`src/rtl/fpd_pkg.sv`:
```
// Package: shared types and constants of the fan PWM command decoder.
// Assumes percentages fit in 7 bits (0..100).
package fpd_pkg;
    // Policy for commands below the minimum duty.
    typedef enum logic {
        FLOOR_AT_MIN = 1'b0,
        STOP_AT_ZERO = 1'b1
    } low_policy_e;

    localparam int PCT_W    = 7;
    localparam int FULL_PCT = 100;
endpackage

```
`src/rtl/fpd_sync_edge.sv`:
```
// Module: fpd_sync_edge
// Brings the asynchronous control pin into the clock domain through a flop
// chain and flags rising and falling edges of the synchronized level.
// Assumes STAGES >= 2. The chain resets high to match a pulled-up idle line.
module fpd_sync_edge #(
    parameter int STAGES = 2
) (
    input  logic clk,
    input  logic rst_n,
    input  logic pin_raw,
    output logic level,
    output logic rise,
    output logic fall
);
    logic [STAGES-1:0] chain;
    logic              last;

    // Shift the raw pin through the synchronizer and keep one delayed copy.
    always_ff @(posedge clk) begin
        if (!rst_n) begin
            chain <= '1;
            last  <= 1'b1;
        end else begin
            chain <= {chain[STAGES-2:0], pin_raw};
            last  <= chain[STAGES-1];
        end
    end

    assign level = chain[STAGES-1];
    assign rise  = level & ~last;
    assign fall  = ~level & last;
endmodule

```
`src/rtl/fpd_cycle_meter.sv`:
```
// Module: fpd_cycle_meter
// Counts high time and period of every complete input cycle (rising edge to
// rising edge), sums them over a window of WIN_CYC clocks, and at the window
// end hands one snapshot to the divider. If no edge was seen for STALL_CYC
// clocks, or no full cycle ended in the window, the snapshot encodes the line
// level instead (1/1 for high, 0/1 for low).
// Assumes STALL_CYC < WIN_CYC and AW wide enough for WIN_CYC + STALL_CYC.
module fpd_cycle_meter #(
    parameter int WIN_CYC   = 6_400_000,
    parameter int STALL_CYC = 12_000,
    parameter int AW        = 23
) (
    input  logic          clk,
    input  logic          rst_n,
    input  logic          level,
    input  logic          rise,
    input  logic          fall,
    output logic          snap_valid,
    output logic [AW-1:0] snap_high,
    output logic [AW-1:0] snap_period,
    output logic          snap_zero
);
    localparam int CW = $clog2(STALL_CYC + 2);
    localparam int WW = $clog2(WIN_CYC + 1);
    localparam logic [CW-1:0] C_SAT   = CW'(STALL_CYC + 1);
    localparam logic [CW-1:0] C_STALL = CW'(STALL_CYC);
    localparam logic [WW-1:0] W_LAST  = WW'(WIN_CYC - 1);

    logic [CW-1:0] quiet_cnt;
    logic [CW-1:0] hi_cnt;
    logic [CW-1:0] per_cnt;
    logic          armed;
    logic [WW-1:0] win_cnt;
    logic [AW-1:0] acc_hi;
    logic [AW-1:0] acc_per;
    logic [AW-1:0] acc_hi_nx;
    logic [AW-1:0] acc_per_nx;
    logic          stalled;
    logic          win_end;
    logic          take;

    assign stalled = (quiet_cnt == C_STALL);
    assign win_end = (win_cnt == W_LAST);
    assign take    = rise & armed;

    // Count clocks since the last edge of either polarity, saturating at the stall limit.
    always_ff @(posedge clk) begin
        if (!rst_n)
            quiet_cnt <= '0;
        else if (rise | fall)
            quiet_cnt <= '0;
        else if (!stalled)
            quiet_cnt <= quiet_cnt + 1'b1;
    end

    // Arm on a rising edge so that only cycles with a known start are summed.
    always_ff @(posedge clk) begin
        if (!rst_n)
            armed <= 1'b0;
        else if (rise)
            armed <= 1'b1;
        else if (stalled)
            armed <= 1'b0;
    end

    // Per-cycle high and period counters, restarted on every rising edge.
    always_ff @(posedge clk) begin
        if (!rst_n) begin
            hi_cnt  <= '0;
            per_cnt <= '0;
        end else if (rise) begin
            hi_cnt  <= CW'(1);
            per_cnt <= CW'(1);
        end else begin
            if (level && hi_cnt != C_SAT)
                hi_cnt <= hi_cnt + 1'b1;
            if (per_cnt != C_SAT)
                per_cnt <= per_cnt + 1'b1;
        end
    end

    assign acc_hi_nx  = acc_hi  + (take ? AW'(hi_cnt)  : '0);
    assign acc_per_nx = acc_per + (take ? AW'(per_cnt) : '0);

    // Free-running window counter that sets the refresh interval.
    always_ff @(posedge clk) begin
        if (!rst_n)
            win_cnt <= '0;
        else if (win_end)
            win_cnt <= '0;
        else
            win_cnt <= win_cnt + 1'b1;
    end

    // Window accumulators, cleared when a snapshot is taken.
    always_ff @(posedge clk) begin
        if (!rst_n) begin
            acc_hi  <= '0;
            acc_per <= '0;
        end else if (win_end) begin
            acc_hi  <= '0;
            acc_per <= '0;
        end else begin
            acc_hi  <= acc_hi_nx;
            acc_per <= acc_per_nx;
        end
    end

    // Snapshot at window end: measured sums, or the level rule for a quiet line.
    always_ff @(posedge clk) begin
        if (!rst_n) begin
            snap_valid  <= 1'b0;
            snap_high   <= '0;
            snap_period <= AW'(1);
            snap_zero   <= 1'b0;
        end else begin
            snap_valid <= win_end;
            if (win_end) begin
                if (stalled || acc_per_nx == '0) begin
                    snap_high   <= level ? AW'(1) : '0;
                    snap_period <= AW'(1);
                    snap_zero   <= ~level;
                end else begin
                    snap_high   <= acc_hi_nx;
                    snap_period <= acc_per_nx;
                    snap_zero   <= (acc_hi_nx == '0);
                end
            end
        end
    end

    // High time can never exceed the period it belongs to.
    assert_acc_order_R3: assert property (@(posedge clk) disable iff (!rst_n)
        acc_hi <= acc_per);
    // The divider never receives a zero divisor.
    assert_snap_nonzero_R3: assert property (@(posedge clk) disable iff (!rst_n)
        snap_valid |-> snap_period != '0);
    // A quiet line drops the cycle measurement.
    assert_stall_disarms_R7: assert property (@(posedge clk) disable iff (!rst_n)
        (stalled && !rise) |=> !armed);
endmodule

```
`src/rtl/fpd_ratio_div.sv`:
```
// Module: fpd_ratio_div
// Sequential restoring divider computing floor(100 * num_high / den), one
// quotient bit per clock, QW clocks per result, with done pulsed afterwards.
// Assumes num_high <= den, so the quotient is at most 100, and den != 0.
module fpd_ratio_div #(
    parameter int AW = 23,
    parameter int QW = 7
) (
    input  logic          clk,
    input  logic          rst_n,
    input  logic          start,
    input  logic [AW-1:0] num_high,
    input  logic [AW-1:0] den,
    output logic          done,
    output logic [QW-1:0] quot
);
    localparam int NW = AW + QW;
    localparam int IW = $clog2(QW);
    localparam logic [NW-1:0] SCALE = NW'(100);

    logic [NW-1:0] rem;
    logic [NW-1:0] dsh;
    logic [AW-1:0] den_q;
    logic [IW-1:0] idx;
    logic          busy;

    assign dsh = NW'(den_q) << idx;

    // Load on start, then subtract shifted divisor from the top bit downward.
    always_ff @(posedge clk) begin
        if (!rst_n) begin
            busy  <= 1'b0;
            done  <= 1'b0;
            rem   <= '0;
            den_q <= '0;
            idx   <= '0;
            quot  <= '0;
        end else begin
            done <= 1'b0;
            if (start) begin
                rem   <= NW'(num_high) * SCALE;
                den_q <= den;
                idx   <= IW'(QW - 1);
                quot  <= '0;
                busy  <= 1'b1;
            end else if (busy) begin
                if (rem >= dsh) begin
                    rem       <= rem - dsh;
                    quot[idx] <= 1'b1;
                end
                if (idx == '0) begin
                    busy <= 1'b0;
                    done <= 1'b1;
                end else begin
                    idx <= idx - 1'b1;
                end
            end
        end
    end

    // A new window never arrives while a division is still running.
    assert_no_overlap_R2: assert property (@(posedge clk) disable iff (!rst_n)
        start |-> !busy);
    // A finished quotient is a valid percentage.
    assert_quot_range_R10: assert property (@(posedge clk) disable iff (!rst_n)
        done |-> quot <= QW'(100));
endmodule

```
`src/rtl/fan_pwm_cmd_decoder.sv`:
```
// Module: fan_pwm_cmd_decoder (top)
// Turns the fan control PWM into a percent speed command published once per
// window, applying the elaboration-time minimum-speed policy.
// Assumes input periods well below STALL_CYC and STALL_CYC well below WIN_CYC.
module fan_pwm_cmd_decoder #(
    parameter int                  WIN_CYC     = 6_400_000,
    parameter int                  STALL_CYC   = 12_000,
    parameter int                  MIN_PCT     = 20,
    parameter int                  SYNC_STAGES = 2,
    parameter fpd_pkg::low_policy_e POLICY     = fpd_pkg::FLOOR_AT_MIN
) (
    input  logic                        clk,
    input  logic                        rst_n,
    input  logic                        ctrl_pwm_in,
    output logic [fpd_pkg::PCT_W-1:0]   duty_pct,
    output logic                        cmd_valid,
    output logic                        stop_req
);
    localparam int PW = fpd_pkg::PCT_W;
    localparam int AW = $clog2(WIN_CYC + STALL_CYC + 2);
    localparam int GW = $clog2(WIN_CYC + 2);
    localparam logic [PW-1:0] MIN_Q  = PW'(MIN_PCT);
    localparam logic [PW-1:0] FULL_Q = PW'(fpd_pkg::FULL_PCT);
    localparam logic [GW-1:0] G_SAT  = {GW{1'b1}};

    logic          lvl, rise, fall;
    logic          snap_valid, snap_zero;
    logic [AW-1:0] snap_high, snap_period;
    logic          div_done;
    logic [PW-1:0] quot;
    logic          zero_hold;
    logic [PW-1:0] pol_pct;
    logic          pol_stop;

    fpd_sync_edge #(.STAGES(SYNC_STAGES)) u_sync (
        .clk(clk), .rst_n(rst_n), .pin_raw(ctrl_pwm_in),
        .level(lvl), .rise(rise), .fall(fall)
    );

    fpd_cycle_meter #(.WIN_CYC(WIN_CYC), .STALL_CYC(STALL_CYC), .AW(AW)) u_meter (
        .clk(clk), .rst_n(rst_n), .level(lvl), .rise(rise), .fall(fall),
        .snap_valid(snap_valid), .snap_high(snap_high),
        .snap_period(snap_period), .snap_zero(snap_zero)
    );

    fpd_ratio_div #(.AW(AW), .QW(PW)) u_div (
        .clk(clk), .rst_n(rst_n), .start(snap_valid),
        .num_high(snap_high), .den(snap_period),
        .done(div_done), .quot(quot)
    );

    // Keep the no-high-time flag of the window being divided.
    always_ff @(posedge clk) begin
        if (!rst_n)
            zero_hold <= 1'b0;
        else if (snap_valid)
            zero_hold <= snap_zero;
    end

    // Minimum-speed policy; the variant is fixed at elaboration.
    generate
        if (POLICY == fpd_pkg::STOP_AT_ZERO) begin : g_stop
            always_comb begin
                if (zero_hold) begin
                    pol_pct  = '0;
                    pol_stop = 1'b1;
                end else if (quot < MIN_Q) begin
                    pol_pct  = MIN_Q;
                    pol_stop = 1'b0;
                end else begin
                    pol_pct  = quot;
                    pol_stop = 1'b0;
                end
            end
        end else begin : g_floor
            always_comb begin
                pol_pct  = (quot < MIN_Q) ? MIN_Q : quot;
                pol_stop = 1'b0;
            end
        end
    endgenerate

    // Publish the command registers and the strobe together.
    always_ff @(posedge clk) begin
        if (!rst_n) begin
            duty_pct  <= FULL_Q;
            stop_req  <= 1'b0;
            cmd_valid <= 1'b0;
        end else begin
            cmd_valid <= div_done;
            if (div_done) begin
                duty_pct <= pol_pct;
                stop_req <= pol_stop;
            end
        end
    end

    // Checker state: clocks since the previous strobe.
    logic [GW-1:0] gap_cnt;
    logic          gap_seen;
    always_ff @(posedge clk) begin
        if (!rst_n) begin
            gap_cnt  <= '0;
            gap_seen <= 1'b0;
        end else if (cmd_valid) begin
            gap_cnt  <= GW'(1);
            gap_seen <= 1'b1;
        end else if (gap_cnt != G_SAT) begin
            gap_cnt <= gap_cnt + 1'b1;
        end
    end

    assert_strobe_interval_R2: assert property (@(posedge clk) disable iff (!rst_n)
        (cmd_valid && gap_seen) |-> gap_cnt == GW'(WIN_CYC));
    assert_strobe_single_R2: assert property (@(posedge clk) disable iff (!rst_n)
        cmd_valid |=> !cmd_valid);
    assert_hold_between_R9: assert property (@(posedge clk) disable iff (!rst_n)
        !cmd_valid |-> ($stable(duty_pct) && $stable(stop_req)));
    assert_pct_range_R10: assert property (@(posedge clk) disable iff (!rst_n)
        duty_pct <= FULL_Q);

    generate
        if (POLICY == fpd_pkg::STOP_AT_ZERO) begin : g_chk_stop
            assert_stop_only_zero_R6: assert property (@(posedge clk) disable iff (!rst_n)
                stop_req |-> duty_pct == '0);
            assert_low_band_R5: assert property (@(posedge clk) disable iff (!rst_n)
                (cmd_valid && !stop_req) |-> duty_pct >= MIN_Q);
        end else begin : g_chk_floor
            assert_floor_R4: assert property (@(posedge clk) disable iff (!rst_n)
                cmd_valid |-> (duty_pct >= MIN_Q && !stop_req));
        end
    endgenerate
endmodule

```
`config.mk`:
```
export PLATFORM = sky130hd
export DESIGN_NAME = fan_pwm_cmd_decoder
export DESIGN_NICKNAME = d
export VERILOG_FILES = /design/src/rtl/fpd_pkg.sv /design/src/rtl/fpd_sync_edge.sv /design/src/rtl/fpd_cycle_meter.sv /design/src/rtl/fpd_ratio_div.sv /design/src/rtl/fan_pwm_cmd_decoder.sv
export SDC_FILE = /design/constraint.sdc
export NUM_CORES = 1
export LEC_CHECK = 0
export BUFFER_PORTS_ARGS = -buffer_cell sky130_fd_sc_hd__buf_2
export CAP_MARGIN = 20
export CORE_ASPECT_RATIO = 0.8
export CORE_UTILIZATION = 30
export DETAILED_ROUTE_END_ITERATION = 10
export PLACE_DENSITY = 0.42
export SKIP_CTS_REPAIR_TIMING = 1
export SYNTH_ARGS = -nofsm -noshare
export SYNTH_HDL_FRONTEND = slang
export SYNTH_SLANG_ARGS = --single-unit
```
`constraint.sdc`:
```
create_clock -name clk -period 6.5 [get_ports clk]
set_input_delay 1.3 -clock clk [delete_from_list [all_inputs] [get_ports clk]]
set_output_delay 1.3 -clock clk [all_outputs]
set_load 0.05 [all_outputs]
```
==> reports/metrics.yaml, run 1 <==
status: "finished, final reports clean"
start_util_pct: 30.42
firstDrtPassIters: 5
slowest_stage: "dfxtp_1"
overflow: 0
cpMostUsedCell: "mux2i_1"
synth_edf_count: 0
worst-path-stages: 13
p_per_area_nw_per_um2: 189.7
whs_ns: 0.4256
final_nets: 1925
ys_ff_latch: 235
max-vdd-ir-drop_mv: 0.1630
maxSlewViolCount: 0
io_buffers: 10
r2r_end: "u_div.rem[29]"
cts_tree: "built"
startpoint_type: "register"
drc: 0
num_vias: 12070
num_io_pins: 12
cp.arrival_ns: 5.47
dpl.hpwl_mm: 29.46
grt_max_degree: 59
hold_depth: 1
tns_ns: 0
syn-mean-instance-area_um2: 8.512
ff2ff_setup_slack_ns: 1.45
setup_viol: 0
async_flop_share_pct: 0
fin_skew_ns: 0.02280
syn_to_final_growth_pct: 11.20
pwr-share-comb_pct: 2.3
power_frac_clock_pct: 52.1
grtUsageTotal_pct: 15.32
cts_max_path_buffers: 3
cpPeakStageDelay_ns: 0.73
holdPathEnd: "u_sync.chain[1]"
switching_share_pct: 22.36
finalCritPeriodShare_pct: 77.65
grt_pass1_wl_mm: 64.01
drive_gt1_share_pct: 5.618
hold_class: "reg -> reg"
synth.area.top_cells: "dfxtp_1, ha_1, mux2i_1"
reg2reg_depth: 13
max_slew.worst_pin.slew_ns: 1.038
gp_congestion: 0.8203
power.internal_w: 0.002480
synth_top_area_share_pct: 31.07
core_area_um2: 49780
yosysTopAreaCell: "dfxtp_1"
path_cells: "inv_1, mux2i_1, mux2i_1, ha_1, nand4_1, or4_1, a21oi_2, o22ai_2, o41a_1, buf_4, or3_1, mux2i_1, o221ai_1"
clock.fmax_mhz: 198.1
cp_max_fo: 45
synth_seq_area_share_pct: 31.07
htreeDepth: 1
slew_headroom_pct: 30.81
synth_nets: 1944
via_per_inst: 4.917
p_seq_share_pct: 45.7
clk_pin_slew_ns: 0.06
die_w_um: 253.2
required_ns: 6.93
drt_wl_total_mm: 38.79
p_sw_w: 0.0007145
cp_top_family: "simple AND/OR/NAND/NOR gates"
ys.flop_type: "dfxtp_1"
num_rows: 73
finish.utilization_pct: 33.83
critPathCaptureType: "register"
first_iter_violations: 675
synth_cells: 1779
path_class: "reg -> reg"
path_buf_inv: 2
numCtsBuffers: 28
cts-root-buf: "clkbuf_16"
power.leakage_nw: 7.355
grt_pass1_vias: 11860
numClockSinks: 235
antenna_found_initial: 1
regToRegStartpoint: "u_div.idx[1]"
hp-start: "u_sync.chain[0]"
post-route-min-period_ns: 5.048
synth_cell_types: 85
yosysWarningCount: 0
insertion_delay_ns: 0.57
netlist_area_um2: 15140
drv_cap: 0
fp.dieH_um: 203.0
hold_viol: 0
rsz0062_at_grt: "false"
ant_nets: 0
design.die.area_um2: 51390
wire_per_inst_um: 15.80
n_antenna_cell: 0
-- routing by layer --
layer / GRT usage (%) / vias up / wire length, um
met3: 2.346 / 35 / 1313
li1: - / 6238 / -
met4: 2.727 / 0 / 518
met2: 22.60 / 145 / 15500
met5: 0 / - / 0
met1: 23.31 / 5654 / 21450
-- cells in the final DEF (no fill, tap or decap), types with 15 or more instances in the layout --
cell type  instances
ha_1             141
nand3_1           52
fa_1              21
o21ai_1           15
xnor2_1           55
o211a_1           16
nor2_1           152
and3_1            55
a21o_1            25
a22o_1            19
o21ai_0           59
inv_1            119
clkbuf_16         29
nor3_1            26
dfxtp_1          234
xor2_1            67
nand2_1          150
mux2i_1           82
nand4_1           23
and2_1            35
a21oi_1           98
or3_1             19
nor2b_1           42
o21a_1            15
-- power groups by stage --
stage | clock [W] | sequential [W] | combinational (W)
after floorplan | 0 | 0.00149 | 0.0000536
after global placement | 0 | 0.00149 | 0.0000740
after detailed placement | 0 | 0.00149 | 0.0000740
after CTS | 0.00173 | 0.00146 | 0.0000745
after global routing | 0.00179 | 0.00146 | 0.0000827
final | 0.00166 | 0.00146 | 0.0000724
-- sequential cells by signal, indices dropped and copies added, names as in the netlist --
register             cells
cmd_valid                1
duty_pct                 7
u_div.busy               1
u_div.den_q             23
u_div.done               1
u_div.idx                3
u_div.quot               7
u_div.rem               30
u_meter.acc_hi          23
u_meter.acc_per         23
u_meter.armed            1
u_meter.hi_cnt          14
u_meter.per_cnt         14
u_meter.quiet_cnt       14
u_meter.snap_high       23
u_meter.snap_period     23
u_meter.snap_valid       1
u_meter.win_cnt         23
u_sync.chain             2
u_sync.last              1
-- Yosys cell counts, drive strengths merged (12+ instances only) --
cell type,instances
a21oi,101
o21ai,74
nor2b,43
nor2,153
ha,141
o211ai,15
nand4,23
a22o,19
and3,55
nand3,52
o22ai,12
fa,21
or3,19
and2,35
buf,21
clkbuf,52
nand2,151
a31oi,14
nand2b,14
inv,120
mux2i,82
o211a,16
dfxtp,235
nor3,26
xor2,67
a21o,25
xnor2,55
o21a,15
-- logic make-up (layout without fill, tap and decap cells) --
family / after synthesis / count (layout) / share of synthesized area (%)
xor+xnor: 122 / 122 / 7.056
simple gates: 603 / 603 / 19.68
fa+ha+maj: 162 / 162 / 14.43
compound gates: 377 / 377 / 17.05
mux: 86 / 86 / 5.718
other cells: 1 / 1 / 0.02476
flops: 235 / 235 / 31.07
buf+inv: 193 / 194 / 4.974
-- how the worst max path moves through the flow --
stage / to / from / slack (ns)
3_5_place_dp: u_div.rem[29] / u_div.idx[1] / 1.46
5_1_grt: u_div.rem[29] / u_div.idx[1] / 1.0
3_3_place_gp: u_div.rem[29] / u_div.idx[1] / 1.51
2_1_floorplan: u_div.rem[27] / u_div.idx[0] / 2.58
4_1_cts: u_div.rem[29] / u_div.idx[1] / 1.46
6_report: u_div.rem[29] / u_div.idx[1] / 1.45
-- worst reg2reg max path, delay by kind of cell, from the launching register on --
family / cells / cell delay (ns)
flops: 1 / 0.73
fa+ha+maj: 1 / 0.48
compound gates: 4 / 0.93
mux: 3 / 0.65
simple gates: 3 / 1.25
buf+inv: 2 / 0.88
-- per-stage QoR --
| stage | cell area [um2] | power, W | worst slack (ns) | cells |
|---|---|---|---|---|
| after global routing | 16840 | 0.003334 | 0.9979 | 2455 |
| final | 16840 | 0.003195 | 1.452 | 2455 |
| after global placement | 15860 | 0.001565 | 1.508 | 2404 |
| after detailed placement | 15860 | 0.001566 | 1.459 | 2404 |
| after CTS | 16830 | 0.003267 | 1.462 | 2454 |
| after floorplan | 15140 | 0.001541 | 2.575 | 1779 |
-- cell type report --
| cell class | instances | area, um2 |
|---|---|---|
| clock inverters | 12 | 147.6 |
| repair buffers | 24 | 155.1 |
| well taps | 675 | 844.6 |
| clock buffers | 38 | 829.5 |
| inverters | 120 | 450.4 |
| multi-input cells | 1351 | 9707 |
| flip-flops and latches | 235 | 4706 |
| fillers | 5250 | 32940 |
Power figures use the tool's default switching activity.
==> inputs of run 2 (changes only) <==
==> constraint.sdc (replaced) <==
create_clock -name clk -period 4.9 [get_ports clk]
set_input_delay 0.98 -clock clk [delete_from_list [all_inputs] [get_ports clk]]
set_output_delay 0.98 -clock clk [all_outputs]
set_load 0.05 [all_outputs]
==> reports/metrics.yaml, run 2 (synthesis gave the netlist of run 1 again) <==
core_area_um2: 49780
hold_viol: 0
p_sw_w: 0.0009257
drv_cap: 0
status: "finished, final reports clean"
cp-startpoint: "u_sync.chain[1]"
switching_share_pct: 22.56
finalCritPeriodShare_pct: 90.66
wire_per_inst_um: 15.58
num_rows: 73
via_per_inst: 4.862
dp_slack_ns: 0.4778
clk_pin_slew_ns: 0.07
p_per_area_nw_per_um2: 244.2
stdcell_count: 2456
pwr-share-comb_pct: 2.4
path_class: "reg -> reg"
numClockSinks: 235
io_buffers: 10
cp_max_fo: 16
drive_gt1_share_pct: 5.559
cts_max_path_buffers: 3
max_flop_register: "u_div.rem"
post-route-min-period_ns: 4.442
grt_max_degree: 68
ant_nets: 0
power_frac_clock_pct: 50.4
r2r_end: "u_meter.snap_high[21]"
hold_class: "reg -> reg"
final_nets: 1929
ff2ff_setup_slack_ns: 0.46
gp_congestion: 0.8098
num_vias: 11940
p_seq_share_pct: 47.2
max-vdd-ir-drop_mv: 0.1821
cp.arrival_ns: 4.84
maxSlewViolCount: 0
final_area_um2: 16800
cts_tree: "built"
regToRegStartpoint: "u_sync.chain[1]"
final_common_cell: "dfxtp_1"
startpoint_type: "register"
numCtsBuffers: 27
drt_wl_total_mm: 38.27
grt_pass1_vias: 11510
max_slew.worst_pin.slew_ns: 0.9446
clock.fmax_mhz: 225.1
htreeDepth: 1
grt_pass1_wl_mm: 62.83
power.internal_w: 0.003177
tns_ns: 0
fp.dieH_um: 203.0
grtUsageTotal_pct: 15.00
slew_headroom_pct: 36.89
overflow: 0
drc: 0
final_cell_mix: "dfxtp_1, nor2_1, nand2_1"
setup_viol: 0
postPlaceCellArea_um2: 15910
syn_to_final_growth_pct: 10.96
fill_cells: 5182
largest_register_ffs: 30
start_util_pct: 30.42
place_inst: 2409
power.leakage_nw: 7.340
antenna_found_initial: 0
num_io_pins: 12
firstDrtPassIters: 6
design.die.area_um2: 51390
rsz0062_at_grt: "false"
insertion_delay_ns: 0.55
first_iter_violations: 612
die_w_um: 253.2
reg2reg_depth: 12
n_antenna_cell: 0
critPathCaptureType: "register"
cts-root-buf: "clkbuf_16"
fin_skew_ns: 0.01166
cp-endpoint: "u_meter.snap_high[21]"
dpl.hpwl_mm: 29.21
layout_setup_ws_ns: 0.4578
required_ns: 5.30
==> run 2: changes by cell type in the layout (fill, tap and decap cells not counted), moves of 2 or more <==
cell	before	now
buf_4	13	17
clkbuf_1	2	4
clkbuf_16	29	27
clkbuf_8	7	4
==> run 2: cell type report <==
type,count,area (um2),area share [%]
clock buffers,35,745.7,4.438
clock inverters,11,136.4,0.8117
inverters,120,450.4,2.681
multi-input cells,1351,9707,57.77
flip-flops and latches,235,4706,28.01
well taps,675,844.6,5.026
repair buffers,29,212.7,1.266
==> run 2: metrics by stage <==
step           hold WS [ns]  utilization (%)  total power [W]
5_1_grt              0.4664            33.75         0.004271
2_1_floorplan        0.3863                -         0.002045
3_3_place_gp         0.4424            31.95         0.002077
6_report             0.4491            33.75         0.004103
4_1_cts              0.4542            33.72         0.004186
3_5_place_dp         0.4472            31.95         0.002078
==> run 2: critical path, stage by stage (launching register included) <==
cell and delay, ns:
dfxtp_1 0.32, ha_1 0.34, and3_1 0.26, ha_1 0.41, nand3_1 0.10, o2111ai_1 0.40
a21oi_1 0.20, o31ai_1 0.70, nand3_1 0.17, xor2_1 0.38, and4_4 0.33, a21o_1 0.47
o22ai_1 0.19
==> run 2: power by group through the flow <==
stage	logic [W]	registers, W	clock network (W)
final	0.0000994	0.00194	0.00207
after global placement	0.0000988	0.00198	0
after floorplan	0.0000711	0.00197	0
after CTS	0.000100	0.00194	0.00215
after global routing	0.000112	0.00194	0.00222
after detailed placement	0.0000994	0.00198	0
==> run 2: how the worst min path moves through the flow <==
stage	startpoint	endpoint	slack (ns)	cells after the start
final	u_meter.snap_period[7]	u_meter.snap_period[7]	0.45	2
after CTS	u_meter.snap_period[7]	u_meter.snap_period[7]	0.45	2
after global routing	u_meter.snap_period[7]	u_meter.snap_period[7]	0.47	2
after floorplan	u_sync.chain[0]	u_sync.chain[1]	0.39	1
after detailed placement	u_meter.snap_period[7]	u_meter.snap_period[7]	0.45	2
after global placement	u_meter.win_cnt[0]	u_meter.win_cnt[0]	0.44	1
==> run 2: routing by layer <==
layer	GRT usage (%)	routed length, um	vias to the layer above	share of wire (%)
li1	-	-	6242	-
met3	2.423	1294	40	3.4
met4	3.160	719	0	1.9
met1	22.99	21220	5526	55
met5	0	0	-	0
met2	21.62	15040	134	39
